--- src/rtl/scp_pkg.sv ---
package scp_pkg;
    localparam int BYTE_W  = 8;
    localparam int PWR_POS = 7;
    localparam int RD_POS  = 6;
    localparam int DF_POS  = 5;

    typedef enum logic [1:0] {
        ST_CMD   = 2'd0,
        ST_DATA  = 2'd1,
        ST_ARMED = 2'd2,
        ST_READ  = 2'd3
    } port_st_e;
endpackage

--- src/rtl/scp_sync.sv ---
module scp_sync #(
    parameter int           STAGES  = 2,
    parameter int           W       = 1,
    parameter logic [W-1:0] RST_VAL = '0
) (
    input  logic         clk,
    input  logic         rst_n,
    input  logic [W-1:0] din,
    output logic [W-1:0] dout
);
    logic [STAGES-1:0][W-1:0] chain_d, chain_q;

    always_comb begin
        chain_d[0] = din;
        for (int s = 1; s < STAGES; s++) chain_d[s] = chain_q[s-1];
    end

    always_ff @(posedge clk or negedge rst_n) begin
        if (!rst_n) chain_q <= {STAGES{RST_VAL}};
        else        chain_q <= chain_d;
    end

    assign dout = chain_q[STAGES-1];
endmodule

--- src/rtl/scp_rx.sv ---
module scp_rx
    import scp_pkg::*;
(
    input  logic              clk,
    input  logic              rst_n,
    input  logic              cs_n_s,
    input  logic              sclk_s,
    input  logic              sdi_s,
    output logic              byte_vld,
    output logic [BYTE_W-1:0] byte_data,
    output logic              sclk_fall,
    output logic              cs_fall,
    output logic              cs_rise
);
    typedef struct packed {
        logic              sclk_prev;
        logic              cs_prev;
        logic [2:0]        cnt;
        logic [BYTE_W-1:0] sh;
        logic              vld;
        logic [BYTE_W-1:0] data;
    } rx_t;

    rx_t rx_d, rx_q;
    logic sclk_rise;

    always_comb begin
        sclk_rise = sclk_s & ~rx_q.sclk_prev & ~cs_n_s;
        sclk_fall = ~sclk_s & rx_q.sclk_prev & ~cs_n_s;
        cs_fall   = rx_q.cs_prev & ~cs_n_s;
        cs_rise   = ~rx_q.cs_prev & cs_n_s;

        rx_d           = rx_q;
        rx_d.sclk_prev = sclk_s;
        rx_d.cs_prev   = cs_n_s;
        rx_d.vld       = 1'b0;
        if (cs_n_s) begin
            rx_d.cnt = 3'd0;
        end else if (sclk_rise) begin
            rx_d.sh  = {rx_q.sh[BYTE_W-2:0], sdi_s};
            rx_d.cnt = rx_q.cnt + 3'd1;
            if (rx_q.cnt == 3'd7) begin
                rx_d.vld  = 1'b1;
                rx_d.data = {rx_q.sh[BYTE_W-2:0], sdi_s};
            end
        end
    end

    always_ff @(posedge clk or negedge rst_n) begin
        if (!rst_n) begin
            rx_q           <= '0;
            rx_q.cs_prev   <= 1'b1;
        end else begin
            rx_q <= rx_d;
        end
    end

    assign byte_vld  = rx_q.vld;
    assign byte_data = rx_q.data;


    partial_drop_chk: assert property (@(posedge clk) disable iff (!rst_n)
        cs_rise |=> (rx_q.cnt == 3'd0));


    byte_in_window_chk: assert property (@(posedge clk) disable iff (!rst_n)
        rx_q.vld |-> $past(!cs_n_s));
endmodule

--- src/rtl/scp_regbank.sv ---
module scp_regbank #(
    parameter int           NREG      = 8,
    parameter int           W         = 8,
    parameter logic [W-1:0] INIT_BASE = 8'hA0,
    localparam int          IDX_W     = $clog2(NREG)
) (
    input  logic              clk,
    input  logic              rst_n,
    input  logic              wr_en,
    input  logic [IDX_W-1:0]  wr_idx,
    input  logic [W-1:0]      wr_data,
    input  logic [IDX_W-1:0]  rd_idx,
    output logic [W-1:0]      rd_data,
    output logic [NREG*W-1:0] regs_flat
);
    for (genvar g = 0; g < NREG; g++) begin : g_reg
        logic [W-1:0] r_d, r_q;

        always_comb begin
            r_d = r_q;
            if (wr_en && (wr_idx == IDX_W'(g))) r_d = wr_data;
        end

        always_ff @(posedge clk or negedge rst_n) begin
            if (!rst_n) r_q <= INIT_BASE + W'(g);
            else        r_q <= r_d;
        end

        assign regs_flat[g*W +: W] = r_q;
    end

    always_comb begin
        rd_data = '0;
        for (int i = 0; i < NREG; i++)
            if (rd_idx == IDX_W'(i)) rd_data = regs_flat[i*W +: W];
    end


    reg_hold_chk: assert property (@(posedge clk) disable iff (!rst_n)
        !wr_en |=> $stable(regs_flat));
endmodule

--- src/rtl/scp_regport.sv ---
module scp_regport
    import scp_pkg::*;
#(
    parameter int          NREG        = 8,
    parameter int          SYNC_STAGES = 2,
    parameter logic [7:0]  INIT_BASE   = 8'hA0,
    localparam int         IDX_W       = $clog2(NREG)
) (
    input  logic               clk,
    input  logic               rst_n,
    input  logic               cs_n,
    input  logic               sclk,
    input  logic               sdi,
    output logic               sdo,
    output logic               sdo_oe,
    output logic               pwr_down,
    output logic [NREG*8-1:0]  cfg_regs
);
    logic cs_n_s, sclk_s, sdi_s;
    logic byte_vld, sclk_fall, cs_fall, cs_rise;
    logic [BYTE_W-1:0] byte_data, rd_data;
    logic wr_en;
    logic unused_rsv;

    scp_sync #(.STAGES(SYNC_STAGES), .W(3), .RST_VAL(3'b100)) i_sync (
        .clk(clk), .rst_n(rst_n),
        .din({cs_n, sclk, sdi}), .dout({cs_n_s, sclk_s, sdi_s})
    );

    scp_rx i_rx (
        .clk(clk), .rst_n(rst_n),
        .cs_n_s(cs_n_s), .sclk_s(sclk_s), .sdi_s(sdi_s),
        .byte_vld(byte_vld), .byte_data(byte_data),
        .sclk_fall(sclk_fall), .cs_fall(cs_fall), .cs_rise(cs_rise)
    );

    typedef struct packed {
        port_st_e          st;
        logic [IDX_W-1:0]  idx;
        logic              pwr;
        logic              oe;
        logic [BYTE_W-1:0] osh;
    } port_t;

    port_t p_d, p_q;

    assign unused_rsv = ^byte_data[4:IDX_W];

    always_comb begin
        p_d    = p_q;
        wr_en  = 1'b0;
        p_d.oe = ~cs_n_s;
        unique case (p_q.st)
            ST_CMD: begin
                if (byte_vld) begin
                    p_d.pwr = byte_data[PWR_POS];
                    p_d.idx = byte_data[IDX_W-1:0];
                    if (byte_data[RD_POS])      p_d.st = ST_ARMED;
                    else if (byte_data[DF_POS]) p_d.st = ST_DATA;
                end
            end
            ST_DATA: begin
                if (byte_vld) begin
                    wr_en  = 1'b1;
                    p_d.st = ST_CMD;
                end
            end
            ST_ARMED: begin
                if (cs_fall) begin
                    p_d.st  = ST_READ;
                    p_d.osh = rd_data;
                end
            end
            ST_READ: begin
                if (cs_rise)        p_d.st  = ST_CMD;
                else if (sclk_fall) p_d.osh = {p_q.osh[BYTE_W-2:0], 1'b0};
            end
            default: p_d.st = ST_CMD;
        endcase
    end

    always_ff @(posedge clk or negedge rst_n) begin
        if (!rst_n) begin
            p_q     <= '0;
            p_q.st  <= ST_CMD;
            p_q.pwr <= 1'b1;
        end else begin
            p_q <= p_d;
        end
    end

    scp_regbank #(.NREG(NREG), .W(BYTE_W), .INIT_BASE(INIT_BASE)) i_bank (
        .clk(clk), .rst_n(rst_n),
        .wr_en(wr_en), .wr_idx(p_q.idx), .wr_data(byte_data),
        .rd_idx(p_q.idx), .rd_data(rd_data), .regs_flat(cfg_regs)
    );

    assign sdo      = (p_q.st == ST_READ) ? p_q.osh[BYTE_W-1] : 1'b0;
    assign sdo_oe   = p_q.oe;
    assign pwr_down = p_q.pwr;


    oe_follows_cs_chk: assert property (@(posedge clk) disable iff (!rst_n)
        cs_n_s |=> !sdo_oe);


    pwr_on_cmd_chk: assert property (@(posedge clk) disable iff (!rst_n)
        !byte_vld |=> $stable(pwr_down));


    sdo_hold_chk: assert property (@(posedge clk) disable iff (!rst_n)
        (p_q.st == ST_READ && !sclk_fall && !cs_rise) |=> $stable(sdo));


    read_no_write_chk: assert property (@(posedge clk) disable iff (!rst_n)
        (p_q.st == ST_READ) |=> $stable(cfg_regs) && $stable(pwr_down));
endmodule

--- config.mk ---
export PLATFORM = sky130hd
export DESIGN_NAME = scp_regport
export DESIGN_NICKNAME = d
export VERILOG_FILES = /design/src/rtl/scp_pkg.sv /design/src/rtl/scp_sync.sv /design/src/rtl/scp_rx.sv /design/src/rtl/scp_regbank.sv /design/src/rtl/scp_regport.sv
export SDC_FILE = /design/constraint.sdc
export NUM_CORES = 1
export LEC_CHECK = 0
export ABC_AREA = 1
export BUFFER_PORTS_ARGS = -buffer_cell sky130_fd_sc_hd__buf_2
export CORE_MARGIN = 5
export CORE_UTILIZATION = 56
export DETAILED_ROUTE_END_ITERATION = 8
export GPL_ROUTABILITY_DRIVEN = 1
export PLACE_DENSITY = 0.79
export SETUP_SLACK_MARGIN = 0.2
export SYNTH_ARGS = -nofsm -noshare
export SYNTH_HDL_FRONTEND = slang
export SYNTH_SLANG_ARGS = --single-unit
--- constraint.sdc ---
create_clock -name clk -period 2.25 [get_ports clk]
set_input_delay 0.3375 -clock clk [delete_from_list [all_inputs] [get_ports clk]]
set_output_delay 0.3375 -clock clk [all_outputs]
set_load 0.01 [all_outputs]
==> results.yml, run 1 <==
yosys:
  synth_seq_cells: 106
  synth.yosys.seq_area_share: 0.576
  synthArstFlopShare: 1.00
  ys.warnings.count: 0
  synth_flop_type: "sky130_fd_sc_hd__dfrtp_1"
  cells_after_synthesis: 505
  mean_post_synth_cell_area_um2: 9.25
  netlist_area_um2: 4670
  yosys-top-cells-count: "91 x sky130_fd_sc_hd__nand2_1, 82 x sky130_fd_sc_hd__nor2_1, 74 x sky130_fd_sc_hd__dfrtp_1"
  synth.most_common_cell: "sky130_fd_sc_hd__nand2_1"
  synth.net_count: 512
  post_synth_num_cell_types: 27
  post-synth-top-area-fraction: 0.396
  count_of_flip_flops_with_a_built_in_enable_after_synthesis: 0
  synthDominantAreaCellType: "sky130_fd_sc_hd__dfrtp_1"
  synth_top_cells_by_area: "sky130_fd_sc_hd__dfrtp_1 40%, sky130_fd_sc_hd__dfstp_2 18%, sky130_fd_sc_hd__nand2_1 7.3%"
global_route:
  vias_in_the_first_global_route: 3724
  grt_pass1_wl_mm: 19.4
  grt_max_degree: 38
  gr-usage-all-layers: 0.246
  grt_overflow_total: 0
  grt_antenna_before_repair: 0
critical_path:
  crit_fanout: 16
  cp_slowest_cell: "sky130_fd_sc_hd__dfrtp_1"
  timing.critical_path.from_type: "flip-flop"
  critical-path-top-delay-family: "simple AND/OR/NAND/NOR gates"
  timing.critical_path.buf_inv: 0
  cp_data_arrival_time_ns: 2.17
  crit_path_end_kind: "flip-flop"
  crit_path_max_incr_delay_ns: 0.53
  critical_path.cell_chain: "nor2_1 > nand2_1 > nor2_4 > nor2_1 > a21oi_1"
  required_ns: 2.55
  path_class: "reg2reg"
  worst_path_most_repeated_cell: "sky130_fd_sc_hd__nor2_1"
timing:
  slew_headroom: 0.527
  min_period_ns: 1.86
  finalWorstSetupSlack_ns: 0.385
  grt_setup_unrepaired: "no"
  setup_tns_ns: 0
  final.setup_skew_ns: 0.0109
  max_clock_freq_ghz: 0.536
  hold_viol_final: 0
  maxSlewViolCount: 0
  timing_worst_slew_pin_value_ns: 0.704
  timing.final.setup_violations: 0
  final_min_period_over_clock_period: 0.829
floorplanning:
  core_area_um2: 8180
  ioPinCount: 72
  floorplan.initialDensity: 0.571
  die_width_um: 101
  fp.dieH_um: 101
  area_of_the_die_um2: 10300
  rows: 33
job:
  drv_cap: 0
pwr:
  lkg_pwr_uw: 0.00259
  p_total_uw: 3210
  power-per-cell-area_nw_per_um2: 601
  ir_worst_vdd_uv: 345
cts:
  cts_tree: "built"
  path_clk_slew_ns: 0.11
  post-cts-setup-buffer-count: 0
  clock_tree.htree_level_count: 3
  cts.sinks: 106
  clock_path_buffers: 2
  cts-buffers-inserted: 9
  worst_skew_pair.late_latency_ns: 0.37
  clockRootBuffer: "sky130_fd_sc_hd__clkbuf_8"
placement:
  place_ws_ns: 0.402
  place.port_buffers: 71
  place.gp.congestion: 0.929
  dpl.cell_count: 673
  detailed_place_hpwl_mm: 8.75
final_layout:
  areaGrowthSynthToFinish_pct: 14.4
  finalNetCount: 587
  finish.cell_count_without_fillers: 690
  post_route_cells_drive_above_1_share: 0.262
  antennaDiodeCount: 0
route:
  detail_route.drc_violations: 0
  vias: 3891
  drt_iter0_drcs: 314
  number_of_detailed_route_iterations_in_the_first_pass: 5
  antenna_left: 0
  wl_mm: 12.2
  routedWlPerCell_um: 17.6
  detailed_route_vias_per_instance: 5.64
worst_hold_path:
  worst_hold_path_type: "in2reg"
status:
  outcome: "finished clean"
-- per-stage QoR --
stage	util	hold WS [ns]	instance area (um^2)
finish	0.654	0.0606	5340
global route	0.654	0.0265	5340
CTS	0.653	0.0443	5340
detailed placement	0.629	0.309	5140
global placement	0.629	0.296	5140
floorplan	-	0.0419	4670
-- cells in the final DEF (no fill, tap or decap), types with 5 or more instances in the layout --
cell / Yosys / layout
sky130_fd_sc_hd__inv_1: 32 / 32
sky130_fd_sc_hd__inv_2: 5 / 5
sky130_fd_sc_hd__a21oi_1: 58 / 58
sky130_fd_sc_hd__nand3_1: 13 / 13
sky130_fd_sc_hd__dfstp_2: 32 / 32
sky130_fd_sc_hd__buf_4: 10 / 12
sky130_fd_sc_hd__o21ai_0: 37 / 37
sky130_fd_sc_hd__nor2_1: 82 / 82
sky130_fd_sc_hd__nand2_1: 91 / 91
sky130_fd_sc_hd__clkbuf_8: 0 / 10
sky130_fd_sc_hd__buf_2: 5 / 70
sky130_fd_sc_hd__dfrtp_1: 74 / 74
sky130_fd_sc_hd__nor4_4: 6 / 6
sky130_fd_sc_hd__nand4_1: 33 / 33
-- worst register-to-register path, delay by kind of cell (launching register included) --
kind,cells,cell delay (ns)
flip-flops,1,0.53
AO/OA/AOI/OAI,1,0.13
AND/OR/NAND/NOR,4,1.15
-- layout make-up --
type | instances | area, um^2
fillers | 655 | 2830
flip-flops and latches | 106 | 2690
multi-input cells | 339 | 1690
repair buffers | 85 | 490
inverters | 39 | 146
clock buffers | 10 | 138
well taps | 105 | 131
clock inverters | 6 | 55.1
-- power breakdown --
part | total [uW] | switching (uW) | internal (uW)
Combinational | 96.9 | 69.9 | 26.9
Sequential | 1960 | 18.8 | 1950
Clock | 1150 | 692 | 457
Total | 3210 | 781 | 2430
-- metal layers --
metal,part of all wire,vias up,track usage
met5,0,-,0
li1,-,1830,-
met4,0.017,0,0.0798
met2,0.50,152,0.392
met1,0.42,1890,0.340
met3,0.069,19,0.0537
-- registers in the layout, summed over array words and instances (netlist names) --
signal	flops
sdo_oe	1
i_sync.dout	3
i_bank.g.r_q	64
i_rx.rx_q	12
pwr_down	1
p_q	13
i_rx.byte_data	8
i_sync.chain_d	3
i_rx.byte_vld	1
-- what timing repair did --
| item | 4_1_cts | 5_1_grt |
|---|---|---|
| hold endpoints to repair | 18 | 0 |
| hold buffers | 1 | 0 |
| setup endpoints to repair | 0 | 2 |
| resized for setup | 0 | 1 |
-- path summary, 6_finish.rpt --
path | start | to | slack [ns] | depth (start not counted)
worst max-delay path | p_q[11]$_DFFE_PN0P_ | i_bank.g_reg[4].r_q[7]$_DFFE_PN1P_ | 0.39 | 5
worst min-delay path | cs_n | i_sync.chain_d[5]$_DFF_PN1_ | 0.06 | 1
worst max register to register | p_q[11]$_DFFE_PN0P_ | i_bank.g_reg[4].r_q[7]$_DFFE_PN1P_ | 0.39 | 5
worst min register to register | i_sync.chain_d[4]$_DFF_PN0_ | i_sync.dout[1]$_DFF_PN0_ | 0.36 | 0
max in group asynchronous | rst_n | i_bank.g_reg[7].r_q[2]$_DFFE_PN1P_ | 1.13 | 3
min in group asynchronous | rst_n | i_bank.g_reg[0].r_q[1]$_DFFE_PN0P_ | 0.44 | 2
-- cell families after synthesis --
family / share of synthesized area
AOI/OAI and AO/OA: 0.113
adders and majority gates: 0.00536
DFF: 0.576
buffers and inverters: 0.0624
and+or+nand+nor: 0.243
(Power assumes the default switching activity.)
==> inputs of run 2 (changes only) <==
- clock period: 2.25 -> 1.85 ns (I/O delays scaled with it)
==> run 2 against run 1 <==
Die area stayed put. Clock power is 28% higher. Power is 24% higher. Utilization is 2.1 points higher. Sequential share of layout area is 1.5 points lower. Combinational power is 26% higher. Sequential cell count stayed put. Non-clock buffer count is 13 higher. Hold slack better by 0.30 ns. Critical path type is now reg2out. First-iteration DRC count is 27% higher. Highest routed layer unchanged. Global-route usage is 0.64 points lower.
==> results.yml, run 2 (synthesis gave the netlist of run 1 again) <==
critical_path:
  critical-path-top-delay-family: "flip-flops"
  reg2reg_path_depth: 7
  crit_path_max_incr_delay_ns: 0.46
  cp_slowest_cell: "sky130_fd_sc_hd__dfrtp_2"
  cp_data_arrival_time_ns: 1.28
  reg2reg_from: "p_q[13]$_DFFE_PN0P_"
  r2r_slack_ns: 0.29
  crit_fanout: 7
  path_class: "reg2out"
  critical_path.startpoint: "p_q[13]$_DFFE_PN0P_"
  crit_path_end_kind: "output port"
  worst-path-stages: 4
  timing.critical_path.buf_inv: 2
  capture_instance_of_the_worst_register_to_register_path: "i_bank.g_reg[5].r_q[4]$_DFFE_PN0P_"
  timing.critical_path.from_type: "flip-flop"
  destination_of_the_critical_timing_path: "sdo"
  required_ns: 1.57
  critical_path.cell_chain: "nand2_1 > buf_4 > nor2_1 > buf_2"
timing:
  final_min_period_over_clock_period: 0.844
  finalWorstSetupSlack_ns: 0.289
  slew_headroom: 0.700
  grt_setup_unrepaired: "no"
  max_clock_freq_ghz: 0.641
  final.setup_skew_ns: 0.0146
  hold_viol_final: 0
  timing_worst_slew_pin_value_ns: 0.450
  timing.final.setup_violations: 0
  min_period_ns: 1.56
  setup_tns_ns: 0
  maxSlewViolCount: 0
job:
  drv_cap: 0
final_layout:
  areaGrowthSynthToFinish_pct: 17.9
  max_reg_flops: 64
  regMostFlops: "i_bank.g.r_q"
  finish.cell_count_without_fillers: 703
  finalNetCount: 600
  post_route_cells_drive_above_1_share: 0.284
  fin_area_um2: 5510
  antennaDiodeCount: 0
  mostFrequentLayoutCell: "sky130_fd_sc_hd__nand2_1"
  layout_common_cells: "90 x sky130_fd_sc_hd__nand2_1, 81 x sky130_fd_sc_hd__nor2_1, 71 x sky130_fd_sc_hd__dfrtp_1"
  layout_top_registers: "i_bank.g.r_q: 64 flops, p_q: 13 flops, i_rx.rx_q: 12 flops"
floorplanning:
  core_area_um2: 8180
  area_of_the_die_um2: 10300
  floorplan.initialDensity: 0.571
  fp.dieH_um: 101
  ioPinCount: 72
  rows: 33
  die_width_um: 101
pwr:
  power-per-cell-area_nw_per_um2: 724
  p_total_uw: 3990
  ir_worst_vdd_uv: 582
  lkg_pwr_uw: 0.00265
route:
  detail_route.drc_violations: 0
  antenna_left: 0
  routedWlPerCell_um: 17.0
  detailed_route_vias_per_instance: 5.65
  drt_iter0_drcs: 399
  wl_mm: 12.0
  number_of_detailed_route_iterations_in_the_first_pass: 5
  vias: 3975
cts:
  cts.sinks: 106
  clockRootBuffer: "sky130_fd_sc_hd__clkbuf_8"
  cts_tree: "built"
  clock_tree.htree_level_count: 3
  path_clk_slew_ns: 0.10
  cts-buffers-inserted: 9
  worst_skew_pair.late_latency_ns: 0.36
  clock_path_buffers: 2
placement:
  place_ws_ns: 0.0749
  place.port_buffers: 71
  place_area_um2: 5170
  dpl.cell_count: 679
  place.gp.congestion: 0.925
  detailed_place_hpwl_mm: 8.46
global_route:
  vias_in_the_first_global_route: 3600
  grt_max_degree: 45
  grt_antenna_before_repair: 0
  grt_overflow_total: 0
  gr-usage-all-layers: 0.240
  grt_pass1_wl_mm: 18.9
worst_hold_path:
  worst_hold_path_type: "reg2reg"
status:
  outcome: "finished clean"
==> run 2: cell count changes in the layout (fill, tap and decap cells not counted), moves of 3 or more <==
cell                            previous run  this run
sky130_fd_sc_hd__dfrtp_1                  74        71
sky130_fd_sc_hd__dfrtp_2                   0         3
sky130_fd_sc_hd__buf_4                    12        20
sky130_fd_sc_hd__dlygate4sd3_1             1         4
==> run 2: power by group <==
| group | switching [uW] | leakage (uW) | internal [uW] |
|---|---|---|---|
| clock | 825 | 0.000103 | 650 |
| sequential | 23.7 | 0.00134 | 2370 |
| combinational | 84.6 | 0.00121 | 37.1 |
==> run 2: worst min path at each step <==
stage	slack [ns]	cells past startpoint	startpoint	endpoint
2_1_floorplan	-0.02	0	rst_n	i_bank.g_reg[0].r_q[0]$_DFFE_PN0P_
3_3_place_gp	0.24	1	rst_n	i_bank.g_reg[3].r_q[2]$_DFFE_PN0P_
3_5_place_dp	0.24	1	rst_n	i_bank.g_reg[3].r_q[2]$_DFFE_PN0P_
4_1_cts	0.003	1	sdi	i_sync.chain_d[3]$_DFF_PN0_
5_1_grt	0.36	0	i_sync.chain_d[5]$_DFF_PN1_	i_sync.dout[2]$_DFF_PN1_
6_report	0.36	0	i_sync.chain_d[3]$_DFF_PN0_	i_sync.dout[0]$_DFF_PN0_
==> run 2: per-stage QoR <==
step                      utilization  hold slack [ns]
final                           0.674            0.357
after global routing            0.674            0.364
after CTS                       0.662          0.00279
after detailed placement        0.633            0.243
after global placement          0.633            0.239
after floorplan                     -          -0.0181
==> run 2: repair_timing <==
action	in CTS	in global routing
endpoints found under the hold margin	18	1
endpoints found under the setup margin	16	63
cloned	0	0
resized for setup	2	12
buffers inserted	0	4
pin swaps	0	2
hold buffers	3	1
==> run 2: area by class of cell <==
type	instances	area (um^2)
sequential	106	2700
fill	643	2670
multi-input combinational	339	1720
timing repair buffer	98	603
inverter	39	153
tap	105	131
clock buffer	9	124
clock inverter	7	85.1
==> run 2: layer usage <==
metal / share of wire / GRT usage / routed length [um]
met4: 0.022 / 0.0869 / 262
met5: 0 / 0 / 0
met3: 0.076 / 0.0324 / 905
met1: 0.42 / 0.359 / 5060
met2: 0.48 / 0.361 / 5730
